`src/rtl/wspi_pkg.sv`:
```
package wspi_pkg;
    localparam int unsigned REG_AW = 3;

    localparam logic [REG_AW-1:0] A_CTRL = 3'd0;
    localparam logic [REG_AW-1:0] A_SWAP = 3'd1;
    localparam logic [REG_AW-1:0] A_PKT  = 3'd2;
    localparam logic [REG_AW-1:0] A_STAT = 3'd3;
    localparam logic [REG_AW-1:0] A_TXD  = 3'd4;
    localparam logic [REG_AW-1:0] A_RXD  = 3'd5;
    localparam logic [REG_AW-1:0] A_CS   = 3'd6;

    localparam int unsigned CTRL_TXON = 0;
    localparam int unsigned CTRL_RXON = 1;
    localparam int unsigned CTRL_CPOL = 2;
    localparam int unsigned CTRL_SRST = 3;

    localparam int unsigned SWP_EN   = 0;
    localparam int unsigned SWP_BYTE = 1;
    localparam int unsigned SWP_HALF = 2;

    localparam int unsigned PKT_EN_BIT = 16;

    localparam int unsigned ST_TXDONE   = 0;
    localparam int unsigned ST_UNDERRUN = 1;
    localparam int unsigned ST_TXLVL    = 6;
    localparam int unsigned ST_RXLVL    = 15;
    localparam int unsigned ST_LVL_W    = 7;

    typedef enum logic [2:0] {
        ENG_IDLE,
        ENG_STALL,
        ENG_SETUP,
        ENG_ACTIVE,
        ENG_COMMIT
    } eng_state_e;
endpackage

```
`src/rtl/wspi_fifo.sv`:
```
module wspi_fifo #(
    parameter int unsigned WIDTH = 32,
    parameter int unsigned DEPTH = 16
) (
    input  logic                     clk,
    input  logic                     rst_n,
    input  logic                     flush,
    input  logic                     push,
    input  logic [WIDTH-1:0]         wdata,
    input  logic                     pop,
    output logic [WIDTH-1:0]         rdata,
    output logic                     full,
    output logic                     empty,
    output logic [$clog2(DEPTH):0]   level
);
    localparam int unsigned PTR_W = $clog2(DEPTH);
    localparam int unsigned LVL_W = PTR_W + 1;

    logic [WIDTH-1:0] mem [DEPTH];
    logic [PTR_W-1:0] wr_ptr, rd_ptr;
    logic [LVL_W-1:0] count;
    logic             push_ok, pop_ok;

    assign full    = (count == LVL_W'(DEPTH));
    assign empty   = (count == '0);
    assign push_ok = push && !full;
    assign pop_ok  = pop && !empty;
    assign rdata   = mem[rd_ptr];
    assign level   = count;

    always_ff @(posedge clk) begin
        if (push_ok) begin
            mem[wr_ptr] <= wdata;
        end
    end

    always_ff @(posedge clk or negedge rst_n) begin
        if (!rst_n) begin
            wr_ptr <= '0;
            rd_ptr <= '0;
            count  <= '0;
        end else if (flush) begin
            wr_ptr <= '0;
            rd_ptr <= '0;
            count  <= '0;
        end else begin
            if (push_ok) wr_ptr <= wr_ptr + 1'b1;
            if (pop_ok)  rd_ptr <= rd_ptr + 1'b1;
            unique case ({push_ok, pop_ok})
                2'b10:   count <= count + 1'b1;
                2'b01:   count <= count - 1'b1;
                default: count <= count;
            endcase
        end
    end

    assert_level_bound_R8: assert property (@(posedge clk) disable iff (!rst_n)
        count <= LVL_W'(DEPTH));
endmodule

```
`src/rtl/wspi_reorder.sv`:
```
module wspi_reorder #(
    parameter int unsigned WIDTH = 32
) (
    input  logic             en,
    input  logic             byte_sw,
    input  logic             half_sw,
    input  logic [WIDTH-1:0] din,
    output logic [WIDTH-1:0] dout
);
    localparam int unsigned LANES  = WIDTH / 8;
    localparam int unsigned LANE_W = $clog2(LANES);

    logic [LANE_W-1:0] sel;
    assign sel = en ? LANE_W'({half_sw, byte_sw}) : '0;

    for (genvar i = 0; i < LANES; i++) begin : g_lane
        logic [LANE_W-1:0] src;
        assign src = LANE_W'(i) ^ sel;
        assign dout[i*8 +: 8] = din[{src, 3'b000} +: 8];
    end
endmodule

```
`src/rtl/wspi_shift_engine.sv`:
```
module wspi_shift_engine
    import wspi_pkg::*;
#(
    parameter int unsigned WORD_W   = 32,
    parameter int unsigned HALF_CYC = 2
) (
    input  logic              clk,
    input  logic              rst_n,
    input  logic              flush,
    input  logic              tx_on,
    input  logic              rx_on,
    input  logic              cpol,
    input  logic              work_pend,
    input  logic              tx_avail,
    input  logic [WORD_W-1:0] tx_word,
    input  logic              rx_room,
    input  logic              miso,
    output logic              tx_pop,
    output logic              word_done,
    output logic [WORD_W-1:0] rx_word,
    output logic              sclk,
    output logic              mosi,
    output logic              busy
);
    localparam int unsigned BIT_W = $clog2(WORD_W);
    localparam int unsigned HC_W  = (HALF_CYC > 1) ? $clog2(HALF_CYC) : 1;

    eng_state_e        st, st_nx;
    logic [HC_W-1:0]   half_cnt;
    logic [BIT_W-1:0]  bit_cnt;
    logic [WORD_W-1:0] tx_sh, rx_sh;
    logic              half_last, last_bit, go, room_ok, load;

    assign half_last = (half_cnt == HC_W'(HALF_CYC - 1));
    assign last_bit  = (bit_cnt == BIT_W'(WORD_W - 1));
    assign go        = tx_on && work_pend;
    assign room_ok   = !rx_on || rx_room;
    assign load      = ((st == ENG_IDLE) || (st == ENG_STALL)) && (st_nx == ENG_SETUP);

    // next-state logic
    always_comb begin
        st_nx = st;
        unique case (st)
            ENG_IDLE: begin
                if (go) st_nx = room_ok ? ENG_SETUP : ENG_STALL;
            end
            ENG_STALL: begin
                if (!go)          st_nx = ENG_IDLE;
                else if (room_ok) st_nx = ENG_SETUP;
            end
            ENG_SETUP: begin
                if (half_last) st_nx = ENG_ACTIVE;
            end
            ENG_ACTIVE: begin
                if (half_last) st_nx = last_bit ? ENG_COMMIT : ENG_SETUP;
            end
            ENG_COMMIT: st_nx = ENG_IDLE;
            default:    st_nx = ENG_IDLE;
        endcase
    end

    // state register
    always_ff @(posedge clk or negedge rst_n) begin
        if (!rst_n)     st <= ENG_IDLE;
        else if (flush) st <= ENG_IDLE;
        else            st <= st_nx;
    end

    // datapath registers
    always_ff @(posedge clk or negedge rst_n) begin
        if (!rst_n) begin
            half_cnt <= '0;
            bit_cnt  <= '0;
            tx_sh    <= '1;
            rx_sh    <= '0;
        end else if (flush) begin
            half_cnt <= '0;
            bit_cnt  <= '0;
            tx_sh    <= '1;
        end else begin
            half_cnt <= (st_nx != st) ? '0 : half_cnt + 1'b1;
            if (load) begin
                tx_sh   <= tx_avail ? tx_word : '1;
                bit_cnt <= '0;
            end
            if (st == ENG_SETUP && half_last) begin
                rx_sh <= {rx_sh[WORD_W-2:0], miso};
            end
            if (st == ENG_ACTIVE && half_last && !last_bit) begin
                tx_sh   <= {tx_sh[WORD_W-2:0], 1'b1};
                bit_cnt <= bit_cnt + 1'b1;
            end
        end
    end

    // outputs
    always_comb begin
        sclk      = cpol ^ (st == ENG_ACTIVE);
        mosi      = (st == ENG_SETUP || st == ENG_ACTIVE) ? tx_sh[WORD_W-1] : 1'b1;
        word_done = (st == ENG_COMMIT);
        busy      = (st == ENG_SETUP) || (st == ENG_ACTIVE) || (st == ENG_COMMIT);
        tx_pop    = load && tx_avail;
        rx_word   = rx_sh;
    end

    assert_mosi_steady_R4: assert property (@(posedge clk) disable iff (!rst_n || flush)
        (st == ENG_ACTIVE && $past(st) == ENG_ACTIVE) |-> $stable(mosi));
    assert_pop_needs_txon_R13: assert property (@(posedge clk) disable iff (!rst_n)
        tx_pop |-> tx_on);
endmodule

```
`src/rtl/wspi_master.sv`:
```
module wspi_master
    import wspi_pkg::*;
#(
    parameter int unsigned FIFO_DEPTH = 16,
    parameter int unsigned HALF_CYC   = 2,
    parameter int unsigned PKT_W      = 16
) (
    input  logic        clk,
    input  logic        rst_n,
    input  logic        reg_we,
    input  logic        reg_re,
    input  logic [2:0]  reg_addr,
    input  logic [31:0] reg_wdata,
    output logic [31:0] reg_rdata,
    output logic        spi_sclk,
    output logic        spi_mosi,
    input  logic        spi_miso,
    output logic        spi_cs_n
);
    localparam int unsigned WORD_W = 32;
    localparam int unsigned LVL_W  = $clog2(FIFO_DEPTH) + 1;

    logic             tx_on, rx_on, cpol, srst;
    logic             swp_en, swp_byte, swp_half;
    logic             pkt_en;
    logic [PKT_W-1:0] pkt_cnt;
    logic             cs_inact, underrun;

    logic              tx_push, tx_pop, tx_full, tx_empty;
    logic [WORD_W-1:0] tx_head;
    logic [LVL_W-1:0]  tx_lvl;
    logic              rx_push, rx_pop, rx_full, rx_empty;
    logic [WORD_W-1:0] rx_head, rx_raw, rx_swapped;
    logic [LVL_W-1:0]  rx_lvl;
    logic              word_done, busy, work_pend, tx_done;
    logic              wr_pkt, rd_rxd;
    logic [31:0]       status;

    assign wr_pkt    = reg_we && (reg_addr == A_PKT);
    assign rd_rxd    = reg_re && (reg_addr == A_RXD);
    assign tx_push   = reg_we && (reg_addr == A_TXD) && !tx_full;
    assign rx_pop    = rd_rxd && !rx_empty;
    assign rx_push   = word_done && rx_on;
    assign work_pend = !tx_empty || (pkt_en && (pkt_cnt != '0));
    assign tx_done   = tx_empty && !busy;

    wspi_fifo #(.WIDTH(WORD_W), .DEPTH(FIFO_DEPTH)) u_txq (
        .clk, .rst_n, .flush(srst),
        .push(tx_push), .wdata(reg_wdata), .pop(tx_pop), .rdata(tx_head),
        .full(tx_full), .empty(tx_empty), .level(tx_lvl)
    );

    wspi_fifo #(.WIDTH(WORD_W), .DEPTH(FIFO_DEPTH)) u_rxq (
        .clk, .rst_n, .flush(srst),
        .push(rx_push), .wdata(rx_swapped), .pop(rx_pop), .rdata(rx_head),
        .full(rx_full), .empty(rx_empty), .level(rx_lvl)
    );

    wspi_reorder #(.WIDTH(WORD_W)) u_swap (
        .en(swp_en), .byte_sw(swp_byte), .half_sw(swp_half),
        .din(rx_raw), .dout(rx_swapped)
    );

    wspi_shift_engine #(.WORD_W(WORD_W), .HALF_CYC(HALF_CYC)) u_eng (
        .clk, .rst_n, .flush(srst),
        .tx_on, .rx_on, .cpol, .work_pend,
        .tx_avail(!tx_empty), .tx_word(tx_head), .rx_room(!rx_full),
        .miso(spi_miso), .tx_pop, .word_done, .rx_word(rx_raw),
        .sclk(spi_sclk), .mosi(spi_mosi), .busy
    );

    // register block
    always_ff @(posedge clk or negedge rst_n) begin
        if (!rst_n) begin
            tx_on    <= 1'b0;
            rx_on    <= 1'b0;
            cpol     <= 1'b0;
            srst     <= 1'b0;
            swp_en   <= 1'b0;
            swp_byte <= 1'b0;
            swp_half <= 1'b0;
            pkt_en   <= 1'b0;
            pkt_cnt  <= '0;
            cs_inact <= 1'b1;
        end else begin
            if (reg_we) begin
                unique case (reg_addr)
                    A_CTRL: begin
                        tx_on <= reg_wdata[CTRL_TXON];
                        rx_on <= reg_wdata[CTRL_RXON];
                        cpol  <= reg_wdata[CTRL_CPOL];
                        srst  <= reg_wdata[CTRL_SRST];
                    end
                    A_SWAP: begin
                        swp_en   <= reg_wdata[SWP_EN];
                        swp_byte <= reg_wdata[SWP_BYTE];
                        swp_half <= reg_wdata[SWP_HALF];
                    end
                    A_CS:    cs_inact <= reg_wdata[0];
                    default: ;
                endcase
            end
            if (wr_pkt) begin
                pkt_en  <= reg_wdata[PKT_EN_BIT];
                pkt_cnt <= reg_wdata[PKT_W-1:0];
            end else if (word_done && pkt_en && (pkt_cnt != '0)) begin
                pkt_cnt <= pkt_cnt - 1'b1;
            end
        end
    end

    always_ff @(posedge clk or negedge rst_n) begin
        if (!rst_n)                  underrun <= 1'b0;
        else if (srst)               underrun <= 1'b0;
        else if (rd_rxd && rx_empty) underrun <= 1'b1;
    end

    always_comb begin
        status = '0;
        status[ST_TXDONE]               = tx_done;
        status[ST_UNDERRUN]             = underrun;
        status[ST_TXLVL +: ST_LVL_W]    = ST_LVL_W'(tx_lvl);
        status[ST_RXLVL +: ST_LVL_W]    = ST_LVL_W'(rx_lvl);
    end

    always_comb begin
        reg_rdata = '0;
        unique case (reg_addr)
            A_CTRL:  reg_rdata = {28'd0, srst, cpol, rx_on, tx_on};
            A_SWAP:  reg_rdata = {29'd0, swp_half, swp_byte, swp_en};
            A_PKT:   reg_rdata = 32'({pkt_en, pkt_cnt});
            A_STAT:  reg_rdata = status;
            A_RXD:   reg_rdata = rx_empty ? '0 : rx_head;
            A_CS:    reg_rdata = {31'd0, cs_inact};
            default: reg_rdata = '0;
        endcase
    end

    assign spi_cs_n = cs_inact;

    assert_rx_push_room_R8: assert property (@(posedge clk) disable iff (!rst_n)
        rx_push |-> !rx_full);
    assert_pkt_nonincrease_R2: assert property (@(posedge clk) disable iff (!rst_n)
        !wr_pkt |=> (pkt_cnt <= $past(pkt_cnt)));
    assert_txdone_empty_R3: assert property (@(posedge clk) disable iff (!rst_n)
        status[ST_TXDONE] |-> (status[ST_TXLVL +: ST_LVL_W] == '0));
    assert_underrun_sticky_R9: assert property (@(posedge clk) disable iff (!rst_n)
        (underrun && !srst) |=> underrun);
    assert_flush_empties_R10: assert property (@(posedge clk) disable iff (!rst_n)
        srst |=> (rx_lvl == '0 && tx_lvl == '0));
endmodule

```
`config.mk`:
```
export PLATFORM = sky130hd
export DESIGN_NAME = wspi_master
export DESIGN_NICKNAME = d
export VERILOG_FILES = /design/src/rtl/wspi_pkg.sv /design/src/rtl/wspi_fifo.sv /design/src/rtl/wspi_reorder.sv /design/src/rtl/wspi_shift_engine.sv /design/src/rtl/wspi_master.sv
export SDC_FILE = /design/constraint.sdc
export NUM_CORES = 1
export LEC_CHECK = 0
export BUFFER_PORTS_ARGS = -buffer_cell sky130_fd_sc_hd__buf_4
export CAP_MARGIN = 20
export CORE_ASPECT_RATIO = 1.25
export CORE_MARGIN = 3
export CORE_UTILIZATION = 57
export CTS_CLUSTER_DIAMETER = 80
export DETAILED_ROUTE_END_ITERATION = 6
export HOLD_SLACK_MARGIN = 0.08
export PLACE_DENSITY = 0.79
export SKIP_CTS_REPAIR_TIMING = 1
export SYNTH_ARGS = -nofsm -noshare
export SYNTH_HDL_FRONTEND = slang
export SYNTH_SLANG_ARGS = --single-unit
```
`constraint.sdc`:
```
create_clock -name clk -period 3.2 [get_ports clk]
set_clock_uncertainty 0.2 [all_clocks]
set_input_delay 0.64 -clock clk [delete_from_list [all_inputs] [get_ports clk]]
set_output_delay 0.64 -clock clk [all_outputs]
set_load 0.01 [all_outputs]
```
# [After elaboration in Yosys (flattened, before gate mapping)]
# Memories as Yosys holds them, arrays and structs flattened.
# Cells that the tools add are included.
[word_totals] ramBits=1024 n_memories=2 wordCells=156 in_bits=40 rom_bits=0 latch_bits=0 register_bits=125
[memory_table] memory="u_rxq.mem" words=16 width=32 rd=1 rd_ports_with_merged_regs=0 wr=1 line="wspi_fifo.sv:19" text="logic [WIDTH-1:0] mem [DEPTH];"
[memory_table] memory="u_txq.mem" words=16 width=32 rd=1 rd_ports_with_merged_regs=0 wr=1 line="wspi_fifo.sv:19"
[classes] n_mul=0 bitwise=5 reduce_logical=51 muxes=42 n_div=0 order_cmp=0 n_addsub=11 shifts=4 eq_ne=19
[op_table] op="$pmux W32 S6" n=1
[op_table] op="$mux W32" n=5
[op_table] op="$shiftx A32 B6 Y8" n=4
[op_table] op="$mux W16" n=2
[op_table] op="$mux W4" n=8
[op_table] op="$mux W5" n=5
[op_table] op="$logic_and A1 B1 Y1" n=21
[op_table] op="$mux W3" n=7
[op_table] op="$pmux W5 S2" n=2
[op_table] op="$add A4 B1 Y4 const B" n=4
[op_table] op="$reduce_bool A16 Y1" n=1
[op_table] op="$sub A16 B1 Y16 const B" n=1
[op_table] op="$add A5 B1 Y5 const B" n=3
[op_table] op="$eq A3 B2 Y1 const B" n=5
[op_table] op="$eq A5 B5 Y1 const B" n=3
[op_table] op="$eq A3 B3 Y1 const B" n=4
[op_table] op="$pmux W3 S4" n=1
[op_table] op="$reduce_bool A2 Y1" n=6
[op_table] op="$logic_not A5 Y1" n=2
[op_table] op="$sub A5 B1 Y5 const B" n=2
[op_table] op="$mux W1" n=9
[op_table] op="$reduce_bool A3 Y1" n=3
[op_table] op="$reduce_and A2 Y1" n=4
[op_table] op="$logic_not A1 Y1" n=7
[op_table] op="other kinds (11)" n=22

# [Longest topological paths before layout]
[logic_depth] depth_word=13 ltp_mapped=11 ltp_nobuf=10

# [Cells and area by module]
# From an unflattened synthesis, not the netlist that was laid out.
[unflattened] cells_unflattened=2186 area_unflattened_um2=46331.9
[by_module_without_submodules] module="wspi_fifo at u_txq" instances=1 cells_per_inst=828 area_each_um2=20193.1
[by_module_without_submodules] module="wspi_fifo at u_rxq" instances=1 cells_per_inst=827 area_each_um2=20183.1
[by_module_without_submodules] module="wspi_shift_engine" instances=1 cells_per_inst=265 area_each_um2=3253.1
[by_module_without_submodules] module="wspi_master" instances=1 cells_per_inst=226 area_each_um2=1894.3
[by_module_without_submodules] module="wspi_reorder" instances=1 cells_per_inst=40 area_each_um2=808.3

# [Worst setup path before layout]
# No wires, ideal clock.
[synth_timing] path_type="input to register" startpoint="input reg_addr[0]" endpoint="memory u_txq.mem[4][0] (enable)" cell_stages=7 path_buffers=2 setup_slack_ps=-155 required_ps=2608 t_arrival_ps=2763 setup_ps=392 path_cell_list="clkbuf_1 nor4bb_1 a21boi_2 buf_2 nand2_1 nor2_1 and2_1"
[synth_between] elab_chain_len=6
[synth_rtl] item="start: declaration" line="wspi_master.sv:12" text="input logic [2:0] reg_addr,"
[synth_rtl] item="$eq A3 B3 Y1" line="wspi_master.sv:41" text="assign tx_push = reg_we && (reg_addr == A_TXD) && !tx_full;"
[synth_rtl] item="$logic_and A1 B1 Y1 (2 in a row)" line="wspi_master.sv:41"
[synth_rtl] item="$logic_and A1 B1 Y1" line="wspi_fifo.sv:26" text="assign push_ok = push && !full;"
[synth_rtl] item="$mux W1" line="wspi_fifo.sv:32" text="if (push_ok) begin"
[synth_rtl] item="$mux W1 (not written as such)" line="wspi_fifo.sv:33" text="mem[wr_ptr] <= wdata;"
[synth_rtl] item="end: declaration" line="wspi_fifo.sv:19"
# No other way between the ends.

# [Final worst setup path]
[layout_timing] startpoint="register u_rxq.rd_ptr[0]" endpoint="output reg_rdata[6]"
[layout_between] elab_chain_len=3
[layout_rtl] item="start: declaration" line="wspi_fifo.sv:20" text="logic [PTR_W-1:0] wr_ptr, rd_ptr;"
[layout_rtl] item="start signal: assignment" line="wspi_fifo.sv:48" text="if (pop_ok) rd_ptr <= rd_ptr + 1'b1;"
[layout_rtl] item="$mem_v2 Z16 W32"
[layout_rtl] item="$mux W32" line="wspi_master.sv:133" text="A_RXD: reg_rdata = rx_empty ? '0 : rx_head;"
[layout_rtl] item="$pmux W32 S6" line="wspi_master.sv:128" text="unique case (reg_addr)"
[layout_rtl] item="end: declaration" line="wspi_master.sv:14" text="output logic [31:0] reg_rdata,"
# No other way between the ends.

==> flow_metrics.tcl <==
set metrics [dict create \
    status "finished, violations left" \
    violations "negative setup slack" \
    yosysTopAreaCell "edfxtp_1" \
    num_vias 24200 \
    worstMarginPinSlew_ps 1120 \
    clock_sinks 1149 \
    path_class "reg -> out" \
    grt-ovfl-total 0 \
    synth_top_family_by_area "multiplexers" \
    grt_pass1_wl_um 159000 \
    area_growth_pct 15.4 \
    synth_edf_count 1024 \
    drc 0 \
    ios 75 \
    finalHoldViolCount 0 \
    dieWidth_um 262 \
    cts_made_buffers 105 \
    drt_iter0_drc 2619 \
    core_area_um2 80600 \
    gp_congestion 0.878 \
    synth_xor_area_frac 0.00508 \
    clockRootBuffer "clkbuf_16" \
    synth_fa_ha_area_frac 0.00526 \
    clock_latency_ps 680 \
    cp.required_ps 2360 \
    wl_per_cell_um 29.2 \
    synth_top_area_frac 0.660 \
    fp-row-count 116 \
    max_cap_viol_count 0 \
    crit_top_cell "mux4_2" \
    num-fill-cells 4883 \
    finalSetupViolCount 32 \
    total_power_mw 34.5 \
    syn_area_per_cell_um2 19.9 \
    hp-class "in -> reg" \
    syn_inst 2338 \
    finalCritPeriodShare 1.23 \
    yosysSeqAreaShare 0.728 \
    max_stage_delay_ps 570 \
    crit_fanout 8 \
    finalNonFillerCells 3722 \
    rsz0062_at_grt "true" \
    antenna_found_initial 3 \
    p_per_area_nw_per_um2 641 \
    fp.dieArea_um2 85200 \
    arrival_ps 3090 \
    cp-end-kind "output port" \
    peakVddDrop_v 0.000530 \
    rr_endpoint "u_txq.level[4]" \
    final-seq-area_um2 33900 \
    synth_warnings 0 \
    max_freq_mhz 255 \
    whs_path_depth 1 \
    rrSetupSlack_ps 150 \
    start_util 0.578 \
    r2r_start "u_txq.level[0]" \
    relSlewSlack 0.235 \
    slowest_stage "dfrtp_4" \
    min_from "reg_wdata[23]" \
    crit_chain "buf_12, mux4_2, mux4_2, nor2b_4, a221o_1, buf_6" \
    ant_nets 0 \
    ys_async_sr_fraction 0.109 \
    grt_max_degree 56 \
    yosys.area_share.simple 0.0338 \
    worst_r2r_path_depth 10 \
    dr.pass1.iters 5 \
    cts_tree "built" \
    synth-compound-area-share 0.0305 \
    cts.htree.levels 3 \
    grt_use_total 0.255 \
    period_minus_slack_ps 3930 \
    ys_seq_elements 1149 \
    synth_cell_types 76 \
    routed_wl_um 109000 \
    multi_input_area_um2 12200 \
    dp_cells 3489 \
    setup_ws_ps -729 \
    crit_path_start "u_rxq.rd_ptr[0]" \
    port_buffers 74 \
    die_h_um 326 \
    syn_area_um2 46600 \
    slew_violations 0 \
    startpoint_type "register" \
    num-nets-final 2628 \
    first_global_vias 25200 \
    via_per_inst 6.49 \
    leakage_nw 17.9 \
    synthMuxAreaShare 0.181 \
    drive_gt1_frac 0.332 \
    yosys-top-cells-area "edfxtp_1, mux4_2, dfrtp_1" \
    ys.flop_type "edfxtp_1" \
    synth_nets 2397 \
    min_to "u_txq.mem[9][23]" \
    clk_pin_slew_ps 70 \
    cts_buffer_depth 3 \
    place_hpwl_um 63600 \
]
[final cells by class]
type                       instances  share of cell area
sequential                      1149               0.631
clock buffer                     143              0.0548
timing repair buffer             260              0.0516
tap                             1062              0.0247
clock inverter                    52             0.00910
inverter                          32             0.00223
multi-input combinational       1021               0.226
antenna                            3            0.000140
[cell families (layout without fill, tap and decap cells)]
family / Yosys count / after routing
DFF: 1149 / 1149
muxes: 477 / 477
and+or+nand+nor: 301 / 301
AOI/OAI and AO/OA: 197 / 197
buffers and inverters: 168 / 487
xor gates and xnor gates: 27 / 27
adders and majority gates: 19 / 19
other: 0 / 3
[layer usage]
metal | track usage | wire [um]
met4 | 0.0987 | 3690
met5 | 0 | 0
met3 | 0.0356 | 7970
met2 | 0.443 | 58300
met1 | 0.327 | 38900
[sequential cells by signal (all words and copies together) (netlist names), 3 cells and up]
register and cells:
pkt_cnt 16, u_eng.bit_cnt 5, u_eng.rx_word 32, u_eng.st 3, u_eng.tx_sh 32, u_rxq.level 5
u_rxq.mem 512, u_rxq.rd_ptr 4, u_rxq.wr_ptr 4, u_txq.level 5, u_txq.mem 512, u_txq.rd_ptr 4
u_txq.wr_ptr 4
[worst max-delay path: cells and delay by family (launching register included)]
kind	cells	cell delay (ps)
flip-flops	1	570
multiplexers	2	970
AND/OR/NAND/NOR	1	140
buffers and inverters	2	360
AO/OA/AOI/OAI	1	360
[placed cells by master, fill, tap and decap left out, drive strengths merged, types with 7 or more instances in the layout]
cell and instances:
edfxtp 1024, mux4 275, buf 241, clkbuf 148, nor2 105, mux2i 102, mux2 100, dfrtp 92
nand2 52, a21oi 44, o21ai 38, clkinv 37, inv 34, dfstp 33, a2bb2oi 31, a221oi 31
and2 28, nor2b 23, ha 18, nor3 17, dlygate4sd3 14, xor2 14, nand3 14, xnor2 13
a31oi 9, and4 8, nand4 7, clkinvlp 7, nor3b 7
[report_power, final]
group / internal [mW] / switching (mW)
Clock: 6.96 / 5.39
Combinational: 2.40 / 2.53
Sequential: 16.8 / 0.352
[synth_stat cells (all sizes together), types with 33 or more instances]
library cell	n
o21ai	38
clkbuf	66
mux2	100
buf	70
mux4	275
mux2i	102
dfrtp	92
a21oi	44
nor2	105
nand2	52
dfstp	33
edfxtp	1024
[worst max-delay path by stage]
stage	to	slack (ps)	cells past startpoint
floorplan	u_rxq.mem[4][0]	30	7
global placement	reg_rdata[8]	40	6
detailed placement	u_txq.level[4]	-40	12
CTS	reg_rdata[15]	-800	6
global route	reg_rdata[9]	-750	7
finish	reg_rdata[6]	-730	6
[metrics by stage]
step | worst slack (ps) | setup TNS [ps] | hold slack [ps] | instance area, um2 | util
floorplan | 26.0 | 0 | 144 | 46600 | -
global placement | 37.3 | 0 | 269 | 49700 | 0.616
detailed placement | -41.5 | -41.5 | 307 | 49700 | 0.616
CTS | -798 | -20770 | -271 | 53100 | 0.659
global route | -750 | -22170 | 80.7 | 53800 | 0.667
finish | -729 | -20150 | 66.6 | 53800 | 0.667
No activity file was read; power rests on OpenSTA's default activity.
